===== config.mk =====
export PLATFORM = sky130hd
export DESIGN_NAME = sc_pin_ctrl
export DESIGN_NICKNAME = d
export VERILOG_FILES = /design/src/rtl/sc_pin_pkg.sv /design/src/rtl/sc_pin_regs.sv /design/src/rtl/sc_prescaler.sv /design/src/rtl/sc_card_detect.sv /design/src/rtl/sc_pin_ctrl.sv
export SDC_FILE = /design/constraint.sdc
export NUM_CORES = 1
export LEC_CHECK = 0
export BUFFER_PORTS_ARGS = -buffer_cell sky130_fd_sc_hd__buf_2
export CORE_MARGIN = 2
export CORE_UTILIZATION = 47
export CTS_CLUSTER_DIAMETER = 30
export CTS_CLUSTER_SIZE = 25
export DETAILED_ROUTE_END_ITERATION = 8
export PLACE_DENSITY = 0.82
export SYNTH_ARGS = -nofsm -noshare
export SYNTH_HDL_FRONTEND = slang
export SYNTH_SLANG_ARGS = --single-unit

===== constraint.sdc =====
create_clock -name clk_i -period 1.2 [get_ports clk_i]
set_input_delay 0.12 -clock clk_i [delete_from_list [all_inputs] [get_ports clk_i]]
set_output_delay 0.12 -clock clk_i [all_outputs]
set_load 0.005 [all_outputs]

===== src/rtl/sc_pin_pkg.sv =====
package sc_pin_pkg;

    localparam int unsigned REG_ADDR_W = 2;

    localparam logic [REG_ADDR_W-1:0] ADDR_CTRL = 2'd0;
    localparam logic [REG_ADDR_W-1:0] ADDR_PIN  = 2'd1;
    localparam logic [REG_ADDR_W-1:0] ADDR_DIV  = 2'd2;
    localparam logic [REG_ADDR_W-1:0] ADDR_STAT = 2'd3;

    // control word, packed so that mode is bit 0 and irq_en is bit 3
    typedef struct packed {
        logic irq_en;
        logic pol;
        logic clksel;
        logic mode;
    } sc_ctrl_t;

    localparam int unsigned CTRL_W = $bits(sc_ctrl_t);

    // status bit positions
    localparam int unsigned STAT_PRES = 0;
    localparam int unsigned STAT_INS  = 1;
    localparam int unsigned STAT_REM  = 2;

endpackage


===== src/rtl/sc_pin_regs.sv =====
module sc_pin_regs
    import sc_pin_pkg::*;
#(
    parameter int unsigned DATA_W = 8,
    parameter int unsigned PSC_W  = 6
) (
    input  logic                  clk_i,
    input  logic                  rst_ni,
    input  logic                  we_i,
    input  logic [REG_ADDR_W-1:0] addr_i,
    input  logic [DATA_W-1:0]     wdata_i,
    input  logic                  present_i,
    input  logic                  ins_i,
    input  logic                  rem_i,
    output sc_ctrl_t              ctrl_o,
    output logic                  sw_data_o,
    output logic                  sw_clk_o,
    output logic [PSC_W-1:0]      psc_o,
    output logic                  div_wr_o,
    output logic                  clr_ins_o,
    output logic                  clr_rem_o,
    output logic [DATA_W-1:0]     rdata_o
);

    localparam int unsigned PAD_CTRL = DATA_W - CTRL_W;
    localparam int unsigned PAD_PSC  = DATA_W - PSC_W;

    typedef struct packed {
        sc_ctrl_t         ctrl;
        logic             sw_data;
        logic             sw_clk;
        logic [PSC_W-1:0] psc;
    } regs_t;

    regs_t r_d, r_q;
    logic  wr_ctrl, wr_pin, wr_div, wr_stat;

    always_comb begin
        wr_ctrl = we_i && (addr_i == ADDR_CTRL);
        wr_pin  = we_i && (addr_i == ADDR_PIN);
        wr_div  = we_i && (addr_i == ADDR_DIV);
        wr_stat = we_i && (addr_i == ADDR_STAT);

        r_d = r_q;
        if (wr_ctrl) begin
            r_d.ctrl = sc_ctrl_t'(wdata_i[CTRL_W-1:0]);
        end
        if (wr_pin) begin
            r_d.sw_data = wdata_i[0];
            r_d.sw_clk  = wdata_i[1];
        end
        if (wr_div) begin
            r_d.psc = wdata_i[PSC_W-1:0];
        end
    end

    always_ff @(posedge clk_i or negedge rst_ni) begin
        if (!rst_ni) begin
            r_q <= '0;
        end else begin
            r_q <= r_d;
        end
    end

    always_comb begin
        rdata_o = '0;
        unique case (addr_i)
            ADDR_CTRL: rdata_o = {{PAD_CTRL{1'b0}}, r_q.ctrl};
            ADDR_PIN:  rdata_o = {{(DATA_W-2){1'b0}}, r_q.sw_clk, r_q.sw_data};
            ADDR_DIV:  rdata_o = {{PAD_PSC{1'b0}}, r_q.psc};
            default:   rdata_o = {{(DATA_W-3){1'b0}}, rem_i, ins_i, present_i};
        endcase
    end

    logic unused_wdata;
    assign unused_wdata = ^wdata_i;

    assign ctrl_o    = r_q.ctrl;
    assign sw_data_o = r_q.sw_data;
    assign sw_clk_o  = r_q.sw_clk;
    assign psc_o     = r_q.psc;
    assign div_wr_o  = wr_div;
    assign clr_ins_o = wr_stat && wdata_i[STAT_INS];
    assign clr_rem_o = wr_stat && wdata_i[STAT_REM];

endmodule


===== src/rtl/sc_prescaler.sv =====
module sc_prescaler #(
    parameter int unsigned PSC_W = 6
) (
    input  logic             clk_i,
    input  logic             rst_ni,
    input  logic             en_i,
    input  logic             restart_i,
    input  logic [PSC_W-1:0] psc_i,
    output logic             clk_o
);

    typedef struct packed {
        logic [PSC_W-1:0] cnt;
        logic             lvl;
    } presc_t;

    presc_t p_d, p_q;

    always_comb begin
        p_d = p_q;
        if (restart_i || !en_i) begin
            p_d.cnt = '0;
            p_d.lvl = 1'b0;
        end else if (p_q.cnt == psc_i) begin
            p_d.cnt = '0;
            p_d.lvl = !p_q.lvl;
        end else begin
            p_d.cnt = p_q.cnt + 1'b1;
        end
    end

    always_ff @(posedge clk_i or negedge rst_ni) begin
        if (!rst_ni) begin
            p_q <= '0;
        end else begin
            p_q <= p_d;
        end
    end

    assign clk_o = p_q.lvl;

endmodule


===== src/rtl/sc_card_detect.sv =====
module sc_card_detect #(
    parameter int unsigned SYNC_N = 2
) (
    input  logic clk_i,
    input  logic rst_ni,
    input  logic det_i,
    input  logic pol_i,
    input  logic clr_ins_i,
    input  logic clr_rem_i,
    output logic present_o,
    output logic ins_o,
    output logic rem_o
);

    typedef struct packed {
        logic [SYNC_N-1:0] sync;
        logic              prev_pres;
        logic              prev_pol;
        logic              ins;
        logic              rem;
    } det_t;

    det_t d_d, d_q;
    logic present, pol_steady, rise, fall;

    always_comb begin
        present    = d_q.sync[SYNC_N-1] ^ pol_i;
        pol_steady = (pol_i == d_q.prev_pol);
        rise       = pol_steady &&  present && !d_q.prev_pres;
        fall       = pol_steady && !present &&  d_q.prev_pres;

        d_d           = d_q;
        d_d.sync      = {d_q.sync[SYNC_N-2:0], det_i};
        d_d.prev_pres = present;
        d_d.prev_pol  = pol_i;
        d_d.ins       = (d_q.ins && !clr_ins_i) || rise;
        d_d.rem       = (d_q.rem && !clr_rem_i) || fall;
    end

    always_ff @(posedge clk_i or negedge rst_ni) begin
        if (!rst_ni) begin
            d_q <= '0;
        end else begin
            d_q <= d_d;
        end
    end

    assign present_o = present;
    assign ins_o     = d_q.ins;
    assign rem_o     = d_q.rem;

endmodule


===== src/rtl/sc_pin_ctrl.sv =====
module sc_pin_ctrl
    import sc_pin_pkg::*;
#(
    parameter int unsigned DATA_W = 8,
    parameter int unsigned PSC_W  = 6,
    parameter int unsigned SYNC_N = 2
) (
    input  logic                  clk_i,
    input  logic                  rst_ni,
    input  logic                  reg_we_i,
    input  logic [REG_ADDR_W-1:0] reg_addr_i,
    input  logic [DATA_W-1:0]     reg_wdata_i,
    output logic [DATA_W-1:0]     reg_rdata_o,
    input  logic                  tx_data_i,
    input  logic                  card_det_i,
    output logic                  card_io_o,
    output logic                  card_clk_o,
    output logic                  irq_o
);

    sc_ctrl_t         ctrl_s;
    logic             sw_data_s, sw_clk_s, div_wr_s;
    logic             clr_ins_s, clr_rem_s;
    logic [PSC_W-1:0] psc_s;
    logic             present_s, ins_s, rem_s, div_clk_s;

    sc_pin_regs #(
        .DATA_W (DATA_W),
        .PSC_W  (PSC_W)
    ) i_regs (
        .clk_i     (clk_i),
        .rst_ni    (rst_ni),
        .we_i      (reg_we_i),
        .addr_i    (reg_addr_i),
        .wdata_i   (reg_wdata_i),
        .present_i (present_s),
        .ins_i     (ins_s),
        .rem_i     (rem_s),
        .ctrl_o    (ctrl_s),
        .sw_data_o (sw_data_s),
        .sw_clk_o  (sw_clk_s),
        .psc_o     (psc_s),
        .div_wr_o  (div_wr_s),
        .clr_ins_o (clr_ins_s),
        .clr_rem_o (clr_rem_s),
        .rdata_o   (reg_rdata_o)
    );

    sc_prescaler #(
        .PSC_W (PSC_W)
    ) i_presc (
        .clk_i     (clk_i),
        .rst_ni    (rst_ni),
        .en_i      (ctrl_s.clksel),
        .restart_i (div_wr_s),
        .psc_i     (psc_s),
        .clk_o     (div_clk_s)
    );

    sc_card_detect #(
        .SYNC_N (SYNC_N)
    ) i_detect (
        .clk_i     (clk_i),
        .rst_ni    (rst_ni),
        .det_i     (card_det_i),
        .pol_i     (ctrl_s.pol),
        .clr_ins_i (clr_ins_s),
        .clr_rem_i (clr_rem_s),
        .present_o (present_s),
        .ins_o     (ins_s),
        .rem_o     (rem_s)
    );

    always_comb begin
        card_io_o  = ctrl_s.mode   ? tx_data_i : sw_data_s;
        card_clk_o = ctrl_s.clksel ? div_clk_s : sw_clk_s;
        irq_o      = ctrl_s.irq_en && (ins_s || rem_s);
    end

endmodule


==> results of run 1 <==
-- synth_stat cells --
library cell / count
dfrtp_1: 25
o21a_1: 1
nand2_1: 2
inv_1: 1
nand3b_2: 1
nand4_1: 3
buf_2: 2
nand3b_1: 1
nor2_1: 10
xor2_1: 5
or3_1: 1
ha_1: 1
o21bai_1: 1
nand3_1: 3
nor3b_2: 1
and3_1: 1
mux4_2: 2
o21ai_0: 1
a22o_1: 3
a21oi_1: 1
conb_1: 1
mux2i_1: 1
mux2_2: 15
xnor2_1: 7
buf_4: 2
and3b_1: 2
-- where the power goes --
| part | internal (W) | switching [W] | total (W) |
|---|---|---|---|
| clock | 0.000125 | 0.000243 | 0.000367 |
| sequential | 0.000991 | 0.000124 | 0.00112 |
| combinational | 0.000514 | 0.000337 | 0.000851 |
-- per-stage QoR --
| step | utilization | setup TNS, ns | setup slack, ns |
|---|---|---|---|
| final | 0.657 | -2.09 | -0.431 |
| after global routing | 0.657 | -3.23 | -0.496 |
| after global placement | 0.582 | -0.0415 | -0.0373 |
| after detailed placement | 0.582 | -0.118 | -0.0603 |
| after floorplan | - | 0 | 0.00291 |
| after CTS | 0.641 | -1.76 | -0.435 |
-- cell usage in the layout, fill, tap and decap left out, drive strengths merged, types with 2 or more instances in the layout --
cell / n
a22o: 3
and3b: 2
buf: 40
clkbuf: 3
conb: 2
dfrtp: 25
dlygate4sd3: 2
mux2: 15
mux4: 2
nand2: 2
nand3: 3
nand3b: 2
nand4: 3
nor2: 10
xnor2: 7
xor2: 5
-- cell families (layout without fill, tap and decap cells) --
group                      Yosys count  count (layout)
DFF                                 25              25
and+or+nand+nor                     25              25
muxes                               18              18
xor gates and xnor gates            12              12
AOI/OAI and AO/OA                    7               7
buffers and inverters                5              47
adders and majority gates            1               1
other                                1               2
-- worst register-to-register path, cell delays in order, from the launching register on --
cell and delay (ns):
dfrtp_1 0.42, buf_6 0.13, xnor2_2 0.14, nand4_1 0.13
or3_1 0.38, a21oi_2 0.13
-- area by class of cell --
class                           instances  area, um2
Sequential cell                        25        626
Multi-Input combinational cell         65        596
Inverter                                1       3.75
Tap cell                               30       37.5
Fill cell                             170        835
Clock buffer                            3       22.5
Clock inverter                          1       5.00
Timing Repair Buffer                   42        308
-- flip-flops by register name (all words and copies together), names as in the netlist, 3 cells and up --
name           count
i_detect.d_q       3
i_presc.p_q        6
i_regs.ctrl_o      4
i_regs.psc_o       6
-- timing repair --
action	4_1_cts	5_1_grt
endpoints found under the hold margin	26	0
endpoints found under the setup margin	13	18
gates resized for setup	10	9
hold buffers	2	0
setup buffers	6	2
pin swaps	3	9
-- routing by layer --
metal | GRT usage | vias to the layer above | routed length [um] | share of wire
met2 | 0.369 | 21 | 1470 | 0.55
met5 | 0 | - | 0 | 0
met4 | 0.108 | 0 | 27 | 0.010
met3 | 0.0301 | 2 | 90 | 0.034
met1 | 0.222 | 448 | 1070 | 0.40
li1 | - | 416 | - | -
-- worst max-delay path by stage --
stage | startpoint | end | slack [ns] | cells past startpoint
floorplan | i_presc.p_q[3]$_DFF_PN0_ | i_presc.clk_o$_DFFE_PN0P_ | 0.003 | 4
global placement | i_detect.d_q[5]$_DFF_PN0_ | reg_rdata_o[0] | -0.04 | 3
detailed placement | i_detect.d_q[5]$_DFF_PN0_ | reg_rdata_o[0] | -0.06 | 3
CTS | i_detect.d_q[5]$_DFF_PN0_ | reg_rdata_o[0] | -0.43 | 3
global route | i_detect.d_q[5]$_DFF_PN0_ | reg_rdata_o[0] | -0.50 | 3
finish | i_detect.d_q[5]$_DFF_PN0_ | reg_rdata_o[0] | -0.43 | 3
==> flow_summary.html, run 1 <==
<table>
<tr><th>Metric</th><th>Value</th></tr>
<tr><th colspan="2">Critical path</th></tr>
<tr><td>Critical path data required time</td><td>1.08 ns</td></tr>
<tr><td>Buffers and inverters on the worst path</td><td>1</td></tr>
<tr><td>Family of cells with the greatest summed delay on the critical path</td><td>multiplexers</td></tr>
<tr><td>Worst-case reg-to-reg path depth</td><td>5</td></tr>
<tr><td>Cell Chain, Critical Path</td><td>xor2_1, mux4_2, buf_2</td></tr>
<tr><td>Maximum fanout encountered on the critical timing path</td><td>2</td></tr>
<tr><td>Launch instance of the worst register-to-register path</td><td>i_regs.psc_o[2]$_DFFE_PN0P_</td></tr>
<tr><td>Cell type of the slowest stage on the worst timing path</td><td>mux4_2</td></tr>
<tr><td>Endpoint of the worst register-to-register path</td><td>i_presc.clk_o$_DFFE_PN0P_</td></tr>
<tr><td>Class of the most critical setup path</td><td>reg2out</td></tr>
<tr><td>WP data arrival</td><td>1.51 ns</td></tr>
<tr><td>Kind of end point of the critical path</td><td>primary output</td></tr>
<tr><td>FF-to-FF setup slack</td><td>-0.18 ns</td></tr>
<tr><td>Crit path launch type</td><td>register</td></tr>
<tr><td>Highest cell delay on the worst timing path</td><td>0.47 ns</td></tr>
<tr><th colspan="2">STA</th></tr>
<tr><td>Number of endpoints failing setup at the final stage</td><td>15</td></tr>
<tr><td>Hold WS</td><td>0.0264 ns</td></tr>
<tr><td>Final Max Tran Viols</td><td>0</td></tr>
<tr><td>Fin crit share</td><td>1.36</td></tr>
<tr><td>Worst Max-Slew Pin Slew</td><td>0.547 ns</td></tr>
<tr><td>Number of hold violations in the final report</td><td>0</td></tr>
<tr><td>Worst clock skew</td><td>0.00289 ns</td></tr>
<tr><td>Maximum clock frequency</td><td>613 MHz</td></tr>
<tr><td>Final setup margin</td><td>-0.431 ns</td></tr>
<tr><td>Unrepaired setup endpoints after global routing</td><td>true</td></tr>
<tr><td>Shortest period the worst path allows</td><td>1.63 ns</td></tr>
<tr><td>Max_slew headroom</td><td>0.636</td></tr>
<tr><th colspan="2">Route</th></tr>
<tr><td>Overall via count from detail_route</td><td>887</td></tr>
<tr><td>Post-Route WL</td><td>2.66 mm</td></tr>
<tr><td>Average wire per standard cell</td><td>15.9 um</td></tr>
<tr><td>Final ANT Viol Nets</td><td>0</td></tr>
<tr><td>Detail-routed via count per cell</td><td>5.31</td></tr>
<tr><td>DRC violations left</td><td>0</td></tr>
<tr><td>Number of DRC markers in iteration 0</td><td>13</td></tr>
<tr><td>Count of TritonRoute iterations in the first routing pass</td><td>4</td></tr>
<tr><th colspan="2">Clock network</th></tr>
<tr><td>Buffer depth of the longest clock path</td><td>2</td></tr>
<tr><td>Number of buffers created by CTS</td><td>3</td></tr>
<tr><td>Number of clock sinks</td><td>25</td></tr>
<tr><td>CTS H-tree depth</td><td>1</td></tr>
<tr><td>Skew-Pair Late Insertion Delay</td><td>0.31 ns</td></tr>
<tr><td>Clock tree from TritonCTS</td><td>done</td></tr>
<tr><td>CTS Root Cell</td><td>clkbuf_4</td></tr>
<tr><td>Clock transition time at the flip-flop clock pins of the worst setup and hold paths</td><td>0.13 ns</td></tr>
<tr><th colspan="2">Die</th></tr>
<tr><td>DIE AREA</td><td>2950 um2</td></tr>
<tr><td>Width of the die</td><td>54.3 um</td></tr>
<tr><td>Core ar.</td><td>2430 um2</td></tr>
<tr><td>Standard-cell row count</td><td>18</td></tr>
<tr><td>Starting utilization of the core area</td><td>0.490</td></tr>
<tr><td>Boundary pin count</td><td>26</td></tr>
<tr><td>Vert. Die Dim</td><td>54.3 um</td></tr>
<tr><th colspan="2">Synthesis</th></tr>
<tr><td>Share of the synthesized area in the top cell type</td><td>0.525</td></tr>
<tr><td>Number of distinct standard cells referenced by the synthesized netlist</td><td>26</td></tr>
<tr><td>Simple-gate share of the synthesized area</td><td>0.118</td></tr>
<tr><td>Summed instance area of the synthesized netlist</td><td>1190 um2</td></tr>
<tr><td>Synthesized-area fraction occupied by xor and xnor cells</td><td>0.0882</td></tr>
<tr><td>Dominant cells by area after synthesis</td><td>dfrtp_1 (53%), mux2_2 (14%), xnor2_1 (5.1%), mux4_2 (3.8%), xor2_1 (3.7%)</td></tr>
<tr><td>Cell count after synthesis</td><td>94</td></tr>
<tr><td>Complex-gate fraction of the synthesized area</td><td>0.0431</td></tr>
<tr><td>Sequential-to-total area share from yosys stat</td><td>0.525</td></tr>
<tr><td>Post-synthesis mux area share</td><td>0.188</td></tr>
<tr><td>Top cell type by total area after synthesis</td><td>dfrtp_1</td></tr>
<tr><td>Post-synthesis share of cell area spent on full adders, half adders and majority gates</td><td>0.0105</td></tr>
<tr><td>Largest family of logic cells by synthesized area</td><td>multiplexers</td></tr>
<tr><td>Count of yosys warnings during synthesis</td><td>0</td></tr>
<tr><td>Mean area per synthesized cell</td><td>12.7 um2</td></tr>
<tr><td>Total of flip-flops plus latches after synthesis</td><td>25</td></tr>
<tr><th colspan="2">Layout</th></tr>
<tr><td>Layout Cells excl Fill</td><td>167</td></tr>
<tr><td># nets final</td><td>154</td></tr>
<tr><td>Share of cells above drive strength 1</td><td>0.526</td></tr>
<tr><td>Number of diodes added for antenna fixing</td><td>0</td></tr>
<tr><td>Layout Area Growth over Synthesis</td><td>34.1%</td></tr>
<tr><td>Final std cell area, no fill</td><td>1600 um2</td></tr>
<tr><th colspan="2">Placement</th></tr>
<tr><td>I/O Buffers</td><td>21</td></tr>
<tr><td>Final weighted congestion of routability-driven global placement</td><td>0.680</td></tr>
<tr><td>Placed inst area</td><td>1420 um2</td></tr>
<tr><td>Final HPWL DP</td><td>1.80 mm</td></tr>
<tr><td>Cell Count Post-Placement</td><td>154</td></tr>
<tr><th colspan="2">Pwr</th></tr>
<tr><td>Power density of the placed cells</td><td>1460 nW/um2</td></tr>
<tr><td>LEAKAGE</td><td>0.756 nW</td></tr>
<tr><td>Power, Total</td><td>0.00233 W</td></tr>
<tr><td>Worst vdd ir</td><td>0.000869 V</td></tr>
<tr><th colspan="2">GRT</th></tr>
<tr><td>Overall routing resource usage</td><td>0.202</td></tr>
<tr><td>Number of antenna violations at the first check in global routing</td><td>0</td></tr>
<tr><td>First-pass GRT wire length</td><td>4.06 mm</td></tr>
<tr><td>Via count of the first global-routing pass</td><td>895</td></tr>
<tr><td>Overflow left after global routing</td><td>0</td></tr>
<tr><td>Largest net degree at the start of global routing</td><td>26</td></tr>
<tr><th colspan="2">Hold path</th></tr>
<tr><td>Worst hold path startpoint</td><td>reg_wdata_i[4]</td></tr>
<tr><td>Hold depth</td><td>2</td></tr>
<tr><td>Worst Hold Class</td><td>in2reg</td></tr>
<tr><td>Worst Hold End</td><td>i_regs.psc_o[4]$_DFFE_PN0P_</td></tr>
<tr><th colspan="2">Job</th></tr>
<tr><td>Max cap viols</td><td>0</td></tr>
<tr><th colspan="2">Run status</th></tr>
<tr><td>Violated checks</td><td>setup timing</td></tr>
<tr><td>Outcome</td><td>finished, violations left</td></tr>
</table>
(Power assumes the default switching activity.)
==> run 2: changes to the inputs <==
==> constraint.sdc (replaced) <==
create_clock -name clk_i -period 1.31 [get_ports clk_i]
set_input_delay 0.131 -clock clk_i [delete_from_list [all_inputs] [get_ports clk_i]]
set_output_delay 0.131 -clock clk_i [all_outputs]
set_load 0.005 [all_outputs]
==> run 2 against run 1 <==
Net effect:
- the run still ends with setup timing left
- global-route usage shrank 2.1 points
- critical path depth unchanged
- setup slack better by 0.13 ns
- register-to-register slack better by 0.05 ns
- sequential share of layout area grew 1.4 points
- sequential power decreased by 7%
- hold slack improved by 0.020 ns
- critical endpoint unchanged
- largest cell class unchanged
==> flow_summary.html, run 2 (same netlist as run 1, synthesis figures left out) <==
<table>
<tr><th>Metric</th><th>Value</th></tr>
<tr><th colspan="2">Run status</th></tr>
<tr><td>Outcome</td><td>finished, violations left</td></tr>
<tr><td>Violated checks</td><td>setup timing</td></tr>
<tr><th colspan="2">Critical path</th></tr>
<tr><td>Crit path launch type</td><td>register</td></tr>
<tr><td>Family of cells with the greatest summed delay on the critical path</td><td>multiplexers</td></tr>
<tr><td>FF-to-FF setup slack</td><td>-0.13 ns</td></tr>
<tr><td>Critical path data required time</td><td>1.18 ns</td></tr>
<tr><td>Kind of end point of the critical path</td><td>primary output</td></tr>
<tr><td>Maximum fanout encountered on the critical timing path</td><td>2</td></tr>
<tr><td>Highest cell delay on the worst timing path</td><td>0.46 ns</td></tr>
<tr><td>Buffers and inverters on the worst path</td><td>1</td></tr>
<tr><td>WP data arrival</td><td>1.48 ns</td></tr>
<tr><td>Cell Chain, Critical Path</td><td>xor2_1, mux4_2, buf_2</td></tr>
<tr><td>Cell type of the slowest stage on the worst timing path</td><td>mux4_2</td></tr>
<tr><td>Class of the most critical setup path</td><td>reg2out</td></tr>
<tr><th colspan="2">Clock network</th></tr>
<tr><td>Buffer depth of the longest clock path</td><td>2</td></tr>
<tr><td>Number of clock sinks</td><td>25</td></tr>
<tr><td>Skew-Pair Late Insertion Delay</td><td>0.31 ns</td></tr>
<tr><td>CTS Root Cell</td><td>clkbuf_4</td></tr>
<tr><td>CTS H-tree depth</td><td>1</td></tr>
<tr><td>Number of buffers created by CTS</td><td>3</td></tr>
<tr><td>Clock tree from TritonCTS</td><td>done</td></tr>
<tr><td>Clock transition time at the flip-flop clock pins of the worst setup and hold paths</td><td>0.14 ns</td></tr>
<tr><th colspan="2">Layout</th></tr>
<tr><td>Layout Cells excl Fill</td><td>163</td></tr>
<tr><td>FILL cells</td><td>178</td></tr>
<tr><td>Share of cells above drive strength 1</td><td>0.519</td></tr>
<tr><td>Number of diodes added for antenna fixing</td><td>0</td></tr>
<tr><td>Leading cell type in the layout, fill and taps excluded</td><td>dfrtp_1</td></tr>
<tr><td>Final std cell area, no fill</td><td>1540 um2</td></tr>
<tr><td>Commonest cells after routing, fill and taps aside</td><td>dfrtp_1 (24), buf_2 (20), mux2_2 (13)</td></tr>
<tr><td># nets final</td><td>150</td></tr>
<tr><td>Layout Area Growth over Synthesis</td><td>29.6%</td></tr>
<tr><th colspan="2">Job</th></tr>
<tr><td>Max cap viols</td><td>0</td></tr>
<tr><th colspan="2">STA</th></tr>
<tr><td>Final Max Tran Viols</td><td>0</td></tr>
<tr><td>Shortest period the worst path allows</td><td>1.61 ns</td></tr>
<tr><td>Worst clock skew</td><td>0.00971 ns</td></tr>
<tr><td>Number of endpoints failing setup at the final stage</td><td>12</td></tr>
<tr><td>Max_slew headroom</td><td>0.632</td></tr>
<tr><td>Maximum clock frequency</td><td>621 MHz</td></tr>
<tr><td>Unrepaired setup endpoints after global routing</td><td>true</td></tr>
<tr><td>Number of hold violations in the final report</td><td>0</td></tr>
<tr><td>Final setup margin</td><td>-0.299 ns</td></tr>
<tr><td>Fin crit share</td><td>1.23</td></tr>
<tr><td>Worst Max-Slew Pin Slew</td><td>0.552 ns</td></tr>
<tr><th colspan="2">Route</th></tr>
<tr><td>Final ANT Viol Nets</td><td>0</td></tr>
<tr><td>Post-Route WL</td><td>2.55 mm</td></tr>
<tr><td>Average wire per standard cell</td><td>15.7 um</td></tr>
<tr><td>Number of DRC markers in iteration 0</td><td>9</td></tr>
<tr><td>Detail-routed via count per cell</td><td>5.26</td></tr>
<tr><td>DRC violations left</td><td>0</td></tr>
<tr><td>Overall via count from detail_route</td><td>857</td></tr>
<tr><td>Count of TritonRoute iterations in the first routing pass</td><td>4</td></tr>
<tr><th colspan="2">GRT</th></tr>
<tr><td>Overall routing resource usage</td><td>0.181</td></tr>
<tr><td>Number of antenna violations at the first check in global routing</td><td>0</td></tr>
<tr><td>First-pass GRT wire length</td><td>3.77 mm</td></tr>
<tr><td>Via count of the first global-routing pass</td><td>844</td></tr>
<tr><td>Overflow left after global routing</td><td>0</td></tr>
<tr><td>Largest net degree at the start of global routing</td><td>26</td></tr>
<tr><th colspan="2">Die</th></tr>
<tr><td>Boundary pin count</td><td>26</td></tr>
<tr><td>Starting utilization of the core area</td><td>0.490</td></tr>
<tr><td>Core ar.</td><td>2430 um2</td></tr>
<tr><td>DIE AREA</td><td>2950 um2</td></tr>
<tr><td>Vert. Die Dim</td><td>54.3 um</td></tr>
<tr><td>Standard-cell row count</td><td>18</td></tr>
<tr><td>Width of the die</td><td>54.3 um</td></tr>
<tr><th colspan="2">Pwr</th></tr>
<tr><td>Worst vdd ir</td><td>0.000815 V</td></tr>
<tr><td>Switching portion of total power</td><td>0.301</td></tr>
<tr><td>Clock share of power</td><td>0.162</td></tr>
<tr><td>LEAKAGE</td><td>0.720 nW</td></tr>
<tr><td>Power density of the placed cells</td><td>1360 nW/um2</td></tr>
<tr><td>Part of the total power dissipated in combinational logic</td><td>0.344</td></tr>
<tr><td>Fraction of power consumed by sequential logic</td><td>0.495</td></tr>
<tr><td>Internal power</td><td>0.00147 W</td></tr>
<tr><td>P_sw</td><td>0.000632 W</td></tr>
<tr><th colspan="2">Placement</th></tr>
<tr><td>Placed inst area</td><td>1360 um2</td></tr>
<tr><td>Worst slack after detailed placement</td><td>-0.0270 ns</td></tr>
<tr><td>Final weighted congestion of routability-driven global placement</td><td>0.761</td></tr>
<tr><td>Cell Count Post-Placement</td><td>148</td></tr>
<tr><td>I/O Buffers</td><td>21</td></tr>
<tr><td>Final HPWL DP</td><td>1.75 mm</td></tr>
<tr><th colspan="2">Hold path</th></tr>
<tr><td>Worst Hold Class</td><td>in2reg</td></tr>
</table>
-- run 2: power groups by stage --
stage | Sequential, W | Combinational, W | Clock, W
4_1_cts | 0.00103 | 0.000668 | 0.000345
2_1_floorplan | 0.00101 | 0.000327 | 0
6_report | 0.00104 | 0.000723 | 0.000339
3_3_place_gp | 0.00104 | 0.000477 | 0
3_5_place_dp | 0.00105 | 0.000503 | 0
5_1_grt | 0.00105 | 0.000787 | 0.000381
-- run 2: final timing paths --
kind | startpoint | endpoint | cells past startpoint
min in group asynchronous | rst_ni | i_regs.sw_data_o$_DFFE_PN0P_ | 2
max in group asynchronous | rst_ni | i_presc.p_q[1]$_DFF_PN0_ | 2
worst max-delay path | i_detect.d_q[5]$_DFF_PN0_ | reg_rdata_o[0] | 3
worst min-delay path | reg_wdata_i[4] | i_regs.psc_o[4]$_DFFE_PN0P_ | 2
worst min register to register | i_detect.d_d[5]$_DFF_PN0_ | i_detect.d_q[5]$_DFF_PN0_ | 0
worst max register to register | i_regs.psc_o[2]$_DFFE_PN0P_ | i_presc.p_q[3]$_DFF_PN0_ | 7
-- run 2: area by class of cell --
| class | instances | area, um2 | area share |
|---|---|---|---|
| clock inverter | 1 | 5.00 | 0.00324 |
| inverter | 1 | 3.75 | 0.00243 |
| sequential | 25 | 627 | 0.406 |
| timing repair buffer | 38 | 259 | 0.168 |
| clock buffer | 3 | 22.5 | 0.0146 |
| tap | 30 | 37.5 | 0.0243 |
| multi-input combinational | 65 | 589 | 0.382 |
-- run 2: what timing repair did --
action,4_1_cts,5_1_grt
setup endpoints to repair,6,14
cloned,0,0
endpoints found under the hold margin,26,0
buffers inserted,9,0
hold buffers,2,0
gates resized for setup,6,11
pin swaps,6,5
-- run 2: per-layer routing --
metal	routed length, um	track usage	vias to the layer above
li1	-	-	405
met1	1030	0.214	426
met2	1410	0.323	22
met3	73	0.0328	4
met4	45	0.0708	0
met5	0	0	-
-- run 2: metrics by stage --
step	TNS, ns	total power [W]	hold slack [ns]	util
floorplan	0	0.00134	-0.165	-
global route	-2.05	0.00222	0.0266	0.635
global placement	0	0.00152	0.136	0.558
detailed placement	-0.0270	0.00155	0.149	0.558
CTS	-1.22	0.00204	0.0417	0.618
finish	-1.48	0.00210	0.0465	0.635
-- run 2: worst reg2reg max path: cells and delay by family, from the launching register on --
kind | cells | cell delay [ns]
AND/OR/NAND/NOR | 2 | 0.22
buffers and inverters | 3 | 0.48
flip-flops | 1 | 0.43
XOR/XNOR | 1 | 0.12
AO/OA/AOI/OAI | 1 | 0.11
==> run 3: changes to the inputs <==
--- a/config.mk
+++ b/config.mk
@@ -11,7 +11,7 @@
 export CTS_CLUSTER_DIAMETER = 30
 export CTS_CLUSTER_SIZE = 25
 export DETAILED_ROUTE_END_ITERATION = 8
-export PLACE_DENSITY = 0.82
+export PLACE_DENSITY = 0.73
 export SYNTH_ARGS = -nofsm -noshare
 export SYNTH_HDL_FRONTEND = slang
 export SYNTH_SLANG_ARGS = --single-unit
==> run 3 against run 2 <==
Net effect:
- via count is 0.70% lower
- the run still ends with setup timing left
- fmax is 0.37% lower
- sequential share of layout area is 0.15 points lower
- sequential power hardly changed
- global-route usage hardly changed
- critical endpoint unchanged
- setup slack worse by 0.0059 ns
- wire length is 12% lower
- sequential cell count stayed put
- first-iteration DRC count stayed put
==> flow_summary.html, run 3 (same netlist as run 1, synthesis figures left out) <==
<table>
<tr><th>Metric</th><th>Value</th></tr>
<tr><th colspan="2">Run status</th></tr>
<tr><td>Outcome</td><td>finished, violations left</td></tr>
<tr><td>Violated checks</td><td>setup timing</td></tr>
<tr><th colspan="2">Critical path</th></tr>
<tr><td>Crit path launch type</td><td>register</td></tr>
<tr><td>Critical path data required time</td><td>1.18 ns</td></tr>
<tr><td>Class of the most critical setup path</td><td>reg2out</td></tr>
<tr><td>Kind of end point of the critical path</td><td>primary output</td></tr>
<tr><td>Maximum fanout encountered on the critical timing path</td><td>2</td></tr>
<tr><td>WP data arrival</td><td>1.48 ns</td></tr>
<tr><th colspan="2">STA</th></tr>
<tr><td>Worst clock skew</td><td>0.00169 ns</td></tr>
<tr><td>Max_slew headroom</td><td>0.630</td></tr>
<tr><td>Final Max Tran Viols</td><td>0</td></tr>
<tr><td>Number of hold violations in the final report</td><td>0</td></tr>
<tr><td>Shortest period the worst path allows</td><td>1.62 ns</td></tr>
<tr><td>Final setup margin</td><td>-0.305 ns</td></tr>
<tr><td>Number of endpoints failing setup at the final stage</td><td>5</td></tr>
<tr><td>Maximum clock frequency</td><td>619 MHz</td></tr>
<tr><td>Hold WS</td><td>0.0400 ns</td></tr>
<tr><td>Final sum of negative setup slack</td><td>-0.692 ns</td></tr>
<tr><td>Fin crit share</td><td>1.23</td></tr>
<tr><td>Unrepaired setup endpoints after global routing</td><td>true</td></tr>
<tr><td>Worst Max-Slew Pin Slew</td><td>0.554 ns</td></tr>
<tr><th colspan="2">Layout</th></tr>
<tr><td>Number of diodes added for antenna fixing</td><td>0</td></tr>
<tr><td>Layout Area Growth over Synthesis</td><td>29.8%</td></tr>
<tr><td>Commonest cells after routing, fill and taps aside</td><td>dfrtp_1 (25), buf_2 (19), mux2_2 (13)</td></tr>
<tr><td>Share of cells above drive strength 1</td><td>0.493</td></tr>
<tr><td>Post-route core utilization</td><td>0.636</td></tr>
<tr><td>Leading cell type in the layout, fill and taps excluded</td><td>dfrtp_1</td></tr>
<tr><td># nets final</td><td>151</td></tr>
<tr><th colspan="2">Route</th></tr>
<tr><td>Post-Route WL</td><td>2.24 mm</td></tr>
<tr><td>Final ANT Viol Nets</td><td>0</td></tr>
<tr><td>Detail-routed via count per cell</td><td>5.19</td></tr>
<tr><td>Average wire per standard cell</td><td>13.6 um</td></tr>
<tr><td>Count of TritonRoute iterations in the first routing pass</td><td>4</td></tr>
<tr><td>Number of DRC markers in iteration 0</td><td>9</td></tr>
<tr><td>Overall via count from detail_route</td><td>851</td></tr>
<tr><td>DRC violations left</td><td>0</td></tr>
<tr><th colspan="2">GRT</th></tr>
<tr><td>Number of antenna violations at the first check in global routing</td><td>0</td></tr>
<tr><td>Largest net degree at the start of global routing</td><td>26</td></tr>
<tr><td>Overflow left after global routing</td><td>0</td></tr>
<tr><td>First-pass GRT wire length</td><td>3.70 mm</td></tr>
<tr><td>Via count of the first global-routing pass</td><td>853</td></tr>
<tr><td>Overall routing resource usage</td><td>0.181</td></tr>
<tr><th colspan="2">Die</th></tr>
<tr><td>Width of the die</td><td>54.3 um</td></tr>
<tr><td>Vert. Die Dim</td><td>54.3 um</td></tr>
<tr><td>Starting utilization of the core area</td><td>0.490</td></tr>
<tr><td>Boundary pin count</td><td>26</td></tr>
<tr><td>DIE AREA</td><td>2950 um2</td></tr>
<tr><td>Standard-cell row count</td><td>18</td></tr>
<tr><td>Core ar.</td><td>2430 um2</td></tr>
<tr><th colspan="2">Clock network</th></tr>
<tr><td>Buffer depth of the longest clock path</td><td>2</td></tr>
<tr><td>Skew-Pair Late Insertion Delay</td><td>0.31 ns</td></tr>
<tr><td>Number of clock sinks</td><td>25</td></tr>
<tr><td>CTS Root Cell</td><td>clkbuf_4</td></tr>
<tr><td>Clock tree from TritonCTS</td><td>done</td></tr>
<tr><td>Clock transition time at the flip-flop clock pins of the worst setup and hold paths</td><td>0.12 ns</td></tr>
<tr><td>CTS H-tree depth</td><td>1</td></tr>
<tr><td>Number of buffers created by CTS</td><td>3</td></tr>
<tr><th colspan="2">Job</th></tr>
<tr><td>Max cap viols</td><td>0</td></tr>
<tr><th colspan="2">Placement</th></tr>
<tr><td>I/O Buffers</td><td>21</td></tr>
<tr><td>Worst slack after detailed placement</td><td>0.0175 ns</td></tr>
<tr><td>Final weighted congestion of routability-driven global placement</td><td>0.716</td></tr>
<tr><td>Final HPWL DP</td><td>1.60 mm</td></tr>
<tr><th colspan="2">Hold path</th></tr>
<tr><td>Worst Hold Class</td><td>in2reg</td></tr>
<tr><th colspan="2">Pwr</th></tr>
<tr><td>Worst vdd ir</td><td>0.000834 V</td></tr>
<tr><td>LEAKAGE</td><td>0.727 nW</td></tr>
<tr><td>Power, Total</td><td>0.00206 W</td></tr>
<tr><td>Power density of the placed cells</td><td>1330 nW/um2</td></tr>
</table>
==> run 3: routing by layer <==
layer	track usage	vias to the layer above	routed length (um)
met2	0.299	16	1110
met3	0.0328	6	64
met5	0	-	0
li1	-	407	-
met4	0.113	0	55
met1	0.217	422	1010
==> run 3: power breakdown <==
part	internal, W	switching, W
clock network	0.000119	0.000217
registers	0.000908	0.000111
logic	0.000446	0.000264
total	0.00147	0.000591
==> run 3: timing repair <==
item	4_1_cts	5_1_grt
setup buffers	6	0
setup endpoints to repair	5	13
hold buffers	2	0
endpoints found under the hold margin	26	0
resized for setup	2	13
pin swaps	1	6
==> run 3: final cells by class <==
class,instances,area (um2)
fill,202,886
sequential,25,626
tap,30,37.5
multi-input combinational,65,581
clock buffer,4,26.3
inverter,1,3.75
timing repair buffer,39,273
==> run 3: path summary, 6_finish.rpt <==
kind                                             start                          end  slack (ns)  cells after the start
max                          i_detect.d_q[5]$_DFF_PN0_               reg_rdata_o[0]       -0.31                      3
min in group asynchronous                       rst_ni     i_presc.p_q[3]$_DFF_PN0_        0.32                      2
max in group asynchronous                       rst_ni    i_detect.d_q[3]$_DFF_PN0_        0.62                      2
max reg2reg                i_regs.psc_o[2]$_DFFE_PN0P_    i_presc.clk_o$_DFFE_PN0P_       -0.03                      5
min reg2reg                  i_detect.d_d[5]$_DFF_PN0_    i_detect.d_q[5]$_DFF_PN0_        0.37                      0
min                                     reg_wdata_i[5]  i_regs.psc_o[5]$_DFFE_PN0P_        0.04                      2
==> run 3: worst max-delay path, stage by stage, from the launching register on <==
cell	delay, ns
dfrtp_1	0.39
xor2_1	0.17
mux4_2	0.47
buf_2	0.14
==> run 3: per-stage QoR <==
| stage | instance area (um2) | cells |
|---|---|---|
| 2_1_floorplan | 1190 | 95 |
| 3_3_place_gp | 1390 | 152 |
| 3_5_place_dp | 1390 | 152 |
| 4_1_cts | 1490 | 164 |
| 5_1_grt | 1550 | 164 |
| 6_report | 1550 | 164 |
